### config.mk
export PLATFORM = sky130hd
export DESIGN_NAME = dtmr_top
export DESIGN_NICKNAME = d
export VERILOG_FILES = /design/src/rtl/dtmr_pkg.sv /design/src/rtl/dtmr_prescale.sv /design/src/rtl/dtmr_core.sv /design/src/rtl/dtmr_pending.sv /design/src/rtl/dtmr_top.sv
export SDC_FILE = /design/constraint.sdc
export NUM_CORES = 1
export LEC_CHECK = 0
export BUFFER_PORTS_ARGS = -buffer_cell sky130_fd_sc_hd__buf_2
export CAP_MARGIN = 20
export CORE_UTILIZATION = 45
export CTS_BUF_LIST = sky130_fd_sc_hd__clkbuf_8
export CTS_CLUSTER_SIZE = 12
export DETAILED_ROUTE_END_ITERATION = 12
export PLACE_DENSITY_LB_ADDON = 0.25
export SYNTH_ARGS = -nofsm -noshare
export SYNTH_HDL_FRONTEND = slang
export SYNTH_SLANG_ARGS = --single-unit
### constraint.sdc
create_clock -name clk -period 3.28 [get_ports clk]
set_input_delay 0.164 -clock clk [delete_from_list [all_inputs] [get_ports clk]]
set_output_delay 0.164 -clock clk [all_outputs]
set_load 0.05 [all_outputs]
### src/rtl/dtmr_pkg.sv
package dtmr_pkg;
  localparam int VEC_W    = 8;
  localparam int CTL_W    = 32;
  localparam int MASK_BIT = 16;
  localparam int PER_BIT  = 17;
  localparam int DIV_W    = 4;
  localparam int SH_W     = 3;
  localparam int PRE_W    = 7;   // holds up to ratio 128 minus one
  localparam logic [CTL_W-1:0] CTL_KEEP  = 32'h0003_00FF;
  localparam logic [CTL_W-1:0] CTL_RESET = 32'h0001_0000;

  function automatic logic [SH_W-1:0] div_shift(input logic [DIV_W-1:0] c);
    return {c[3], c[1:0]} + 3'd1;
  endfunction
endpackage

### src/rtl/dtmr_prescale.sv
module dtmr_prescale
  import dtmr_pkg::*;
(
  input  logic             clk,
  input  logic             rst,
  input  logic             tick_i,
  input  logic             restart_i,
  input  logic             cfg_we_i,
  input  logic [DIV_W-1:0] cfg_i,
  output logic             strobe_o
);
  logic [DIV_W-1:0] cfg_q;
  logic [SH_W-1:0]  act_sh_q;
  logic [PRE_W-1:0] pre_q;
  logic [PRE_W-1:0] limit;
  logic             term;

  always_comb begin
    limit = PRE_W'((1 << act_sh_q) - 1);
    term  = (pre_q == limit);
  end

  assign strobe_o = tick_i & term & ~restart_i;

  always_ff @(posedge clk) begin
    if (rst) begin
      cfg_q    <= '0;
      act_sh_q <= div_shift('0);
      pre_q    <= '0;
    end else begin
      if (cfg_we_i) cfg_q <= cfg_i;
      if (restart_i) begin
        pre_q    <= '0;
        act_sh_q <= div_shift(cfg_q);
      end else if (tick_i) begin
        if (term) begin
          pre_q    <= '0;
          act_sh_q <= div_shift(cfg_q);
        end else begin
          pre_q <= pre_q + PRE_W'(1);
        end
      end
    end
  end
endmodule

### src/rtl/dtmr_core.sv
module dtmr_core #(
  parameter int CNT_W = 32
) (
  input  logic             clk,
  input  logic             rst,
  input  logic             load_i,
  input  logic [CNT_W-1:0] load_val_i,
  input  logic             step_i,
  input  logic             periodic_i,
  output logic [CNT_W-1:0] count_o,
  output logic             expire_o
);
  logic [CNT_W-1:0] init_q;
  logic [CNT_W-1:0] cnt_q;

  assign expire_o = step_i & ~load_i & (cnt_q == CNT_W'(1));
  assign count_o  = cnt_q;

  always_ff @(posedge clk) begin
    if (rst) begin
      init_q <= '0;
      cnt_q  <= '0;
    end else if (load_i) begin
      init_q <= load_val_i;
      cnt_q  <= load_val_i;
    end else if (step_i && cnt_q != '0) begin
      if (cnt_q == CNT_W'(1)) cnt_q <= periodic_i ? init_q : '0;
      else                    cnt_q <= cnt_q - CNT_W'(1);
    end
  end
endmodule

### src/rtl/dtmr_pending.sv
module dtmr_pending #(
  parameter int PEND_W = 4
) (
  input  logic              clk,
  input  logic              rst,
  input  logic              clr_i,
  input  logic              inc_i,
  input  logic              dec_i,
  output logic [PEND_W-1:0] count_o
);
  localparam logic [PEND_W-1:0] MAX = '1;
  logic [PEND_W-1:0] cnt_q;

  assign count_o = cnt_q;

  always_ff @(posedge clk) begin
    if (rst || clr_i) begin
      cnt_q <= '0;
    end else if (inc_i && !dec_i) begin
      if (cnt_q != MAX) cnt_q <= cnt_q + PEND_W'(1);
    end else if (dec_i && !inc_i) begin
      if (cnt_q != '0) cnt_q <= cnt_q - PEND_W'(1);
    end
  end
endmodule

### src/rtl/dtmr_top.sv
module dtmr_top
  import dtmr_pkg::*;
#(
  parameter int CNT_W  = 32,
  parameter int PEND_W = 4
) (
  input  logic              clk,
  input  logic              rst,
  input  logic              tick_i,
  input  logic              sw_en_i,
  input  logic              init_we_i,
  input  logic [CNT_W-1:0]  init_data_i,
  input  logic              div_we_i,
  input  logic [3:0]        div_data_i,
  input  logic              ctl_we_i,
  input  logic [31:0]       ctl_data_i,
  input  logic              irq_ack_i,
  output logic [CNT_W-1:0]  cur_count_o,
  output logic [31:0]       ctl_o,
  output logic              irq_valid_o,
  output logic [7:0]        irq_vector_o,
  output logic [PEND_W-1:0] pending_o
);
  logic [CTL_W-1:0]  ctl_q;
  logic              step;
  logic              expire;
  logic              take;
  logic [PEND_W-1:0] pend;

  always_ff @(posedge clk) begin
    if (rst) begin
      ctl_q <= CTL_RESET;
    end else if (ctl_we_i) begin
      ctl_q <= (ctl_data_i & CTL_KEEP) | (sw_en_i ? '0 : CTL_RESET);
    end else if (!sw_en_i) begin
      ctl_q[MASK_BIT] <= 1'b1;
    end
  end

  dtmr_prescale u_pre (
    .clk       (clk),
    .rst       (rst),
    .tick_i    (tick_i),
    .restart_i (init_we_i),
    .cfg_we_i  (div_we_i),
    .cfg_i     (div_data_i),
    .strobe_o  (step)
  );

  dtmr_core #(.CNT_W(CNT_W)) u_core (
    .clk        (clk),
    .rst        (rst),
    .load_i     (init_we_i),
    .load_val_i (init_data_i),
    .step_i     (step),
    .periodic_i (ctl_q[PER_BIT]),
    .count_o    (cur_count_o),
    .expire_o   (expire)
  );

  assign irq_valid_o  = (pend != '0) && !ctl_q[MASK_BIT];
  assign irq_vector_o = ctl_q[VEC_W-1:0];
  assign take         = irq_ack_i & irq_valid_o;

  dtmr_pending #(.PEND_W(PEND_W)) u_pend (
    .clk     (clk),
    .rst     (rst),
    .clr_i   (!sw_en_i),
    .inc_i   (expire),
    .dec_i   (take),
    .count_o (pend)
  );

  assign pending_o = pend;
  assign ctl_o     = ctl_q;
endmodule

==> results.cfg <==
[sta]
setup_viol = 0
maxSlewHeadroom = 0.4762
hold_viol_final = 0
period_share = 0.9177
tns_ps = 0
slew_viol_final = 0
tightest_slew_ps = 785.8
clock_skew_ps = 7.868
fmax_ghz = 0.3322
min_period_ps = 3010
rsz0062_at_grt = no

[cts]
cts_buffers = 9
clock-sinks = 91
cts_buffer_depth = 2
clock_latency_ps = 380
postCtsSetupRepairBufs = 0
root_buffer = clkbuf_8
cts_tree = done
path_clk_slew_ps = 90
htreeDepth = 3

[min_path]
hp-class = input pin to flop
worstHoldEndpoint = u_pre.cfg_q[3]
hold_depth = 3
min_from = div_data_i[3]

[yosys]
synth.ff_latch_count = 91
syn_area_sq_mm = 0.005253
yosysWarnings = 0
syn-instance-count = 624
yosysTopAreaCellShare = 0.3468
synth-edff-count = 0
ys_seq_area_frac = 0.3468
syn_area_per_cell_sq_um = 8.418
yosysUniqueCellTypes = 66
synth-async-reset-ratio = 0
synth-main-ff-cell = dfxtp_1
ys_top_cells_by_area = dfxtp_1 35%, mux2i_1 11%, nor2_1 6.5%, buf_4 4.6%, nand2_1 3.4%
yosysTopAreaCell = dfxtp_1

[setup_path]
cp-start-kind = flop
cpPeakStageDelay_ps = 590
ff2ff_path_depth = 11
critPathBufInv = 0
critPathRequiredTime_ps = 3590
arrival_ps = 3320
critPathKind = flop to flop
critical-path-top-delay-family = simple AND/OR/NAND/NOR gates
r2r-start = u_core.count_o[23]
crit_slowest_cell = or4_1
reg2reg_to = u_pend.count_o[3]
path_max_fanout = 7
rrSetupSlack_ps = 270
path_cells = or4_1 -> nor4_2 -> nand2_1 -> nor3_1 -> nand2_1 -> ha_1 -> a21o_1 -> a21oi_1 -> nor2_1 -> mux2i_1 -> mux2i_1
cp-end-kind = flop

[die]
core_sq_mm = 0.01142
die_w_um = 110.0
io_pins = 153
rows = 39
dieArea_sq_mm = 0.01211
die_y_um = 110.0
start_util = 0.4600

[placement]
hpwl_mm = 9.997
dpl.cell_count = 842
gp_congestion = 0.8762
portBuffers = 107

[routing]
final_antenna_net_count = 0
post_drt_wl_per_cell_um = 16.51
drtPass1Iterations = 4
drc = 0
num_vias = 5013
drt_iter0_markers = 256
wl_mm = 14.20
via_per_inst = 5.829

[global_routing]
grt_max_degree = 34
track_usage = 0.2420
antenna_found_initial = 0
grt_pass1_wl_mm = 22.56
grt_pass1_vias = 4539
gr-total-overflow = 0

[power]
p_per_area_mw_per_mm2 = 472.4
cellLeakagePower_nw = 2.633
ir_drop_mv = 0.2731

[run_status]
status = finished, final reports clean

[final_layout]
synthToLayoutAreaGrowth_pct = 14.32
drive_above_1_share = 0.2287
num_antenna_cells = 0
final_cell_mix = 106 x buf_2, 91 x nor2_1, 91 x dfxtp_1
layout_commonest_cell = buf_2
stdcell_count = 860
num-fill-cells = 1117
fin_nets = 796

[job]
cap_violations = 0
[final cells by class]
class / instances / area [sq um] / share of cell area
Multi-Input combinational cell: 473 / 3069 / 0.5111
Sequential cell: 91 / 1822 / 0.3034
Timing Repair Buffer: 130 / 715.7 / 0.1192
Tap cell: 143 / 178.9 / 0.02980
Clock buffer: 9 / 123.9 / 0.02063
Clock inverter: 7 / 68.82 / 0.01146
Inverter: 7 / 26.28 / 0.004376
[worst max path at each step]
stage / from / end / slack (ps) / cells past startpoint
after floorplan: u_pend.count_o[0] / u_pend.count_o[3] / 220 / 10
after global placement: u_core.count_o[5] / u_pend.count_o[3] / 360 / 12
after detailed placement: u_core.count_o[5] / u_pend.count_o[3] / 180 / 12
after CTS: u_core.count_o[5] / u_pend.count_o[3] / 150 / 12
after global routing: u_core.count_o[11] / u_pend.count_o[3] / 30 / 12
final: u_core.count_o[23] / u_pend.count_o[3] / 270 / 11
[Yosys cell counts, drive strengths merged (13+ instances only)]
library cell,instances
dfxtp,91
nor2,91
mux2i,56
nand2,48
buf,42
a21oi,35
clkbuf,32
nor3,21
o22ai,19
nor4,16
o211ai,16
a22o,13
[layer usage]
metal	up-vias	routed length [um]	GRT usage
li1	2409	-	-
met3	23	877	0.04174
met5	-	0	0
met4	0	318	0.1171
met1	2390	6506	0.3310
met2	191	6496	0.3674
[report_power, final]
part / total [mW] / switching, mW / internal [mW] / leakage [nW]
clock: 0.765 / 0.414 / 0.351 / 0.101
sequential: 1.25 / 0.0733 / 1.17 / 0.748
combinational: 0.826 / 0.569 / 0.257 / 1.78
total: 2.84 / 1.06 / 1.78 / 2.63
[cell families after synthesis]
| group | Yosys count | synth area share |
|---|---|---|
| and+or+nand+nor | 234 | 0.2225 |
| DFF | 91 | 0.3468 |
| xor gates and xnor gates | 14 | 0.02334 |
| buffers and inverters | 81 | 0.08742 |
| other | 1 | 0.0007139 |
| adders and majority gates | 8 | 0.02049 |
| muxes | 57 | 0.1089 |
| AOI/OAI and AO/OA | 138 | 0.1899 |
[metrics by stage]
step | util | worst slack [ps] | cell area (sq um) | power [mW] | hold slack (ps)
finish | 0.5259 | 270.0 | 6005 | 2.836 | 19.69
global route | 0.5259 | 31.05 | 6005 | 2.980 | 32.22
CTS | 0.5248 | 150.2 | 5992 | 2.852 | 2.303
detailed placement | 0.5061 | 182.1 | 5779 | 2.082 | 389.9
global placement | 0.5061 | 358.4 | 5779 | 2.065 | 380.6
floorplan | - | 222.0 | 5331 | 1.896 | 293.0
[worst register-to-register path: cells and delay by family, from the launching register on]
kind            cells  cell delay, ps
simple gates        6            1520
compound gates      2             360
flops               1             380
fa+ha+maj           1             310
mux                 2             380
[what timing repair did]
action | CTS | global route
gates resized for setup | 0 | 2
endpoints found under the setup margin | 0 | 1
endpoints found under the hold margin | 2 | 0
hold buffers | 2 | 0
[state kept, by name, summed over array words and instances, names as in the netlist]
name	flops
u_pend.count_o	4
u_core.init_q	32
u_core.count_o	32
u_pre.pre_q	7
u_pre.cfg_q	3
u_pre.act_sh_q	3
ctl_o	10
Power figures use the tool's default switching activity.
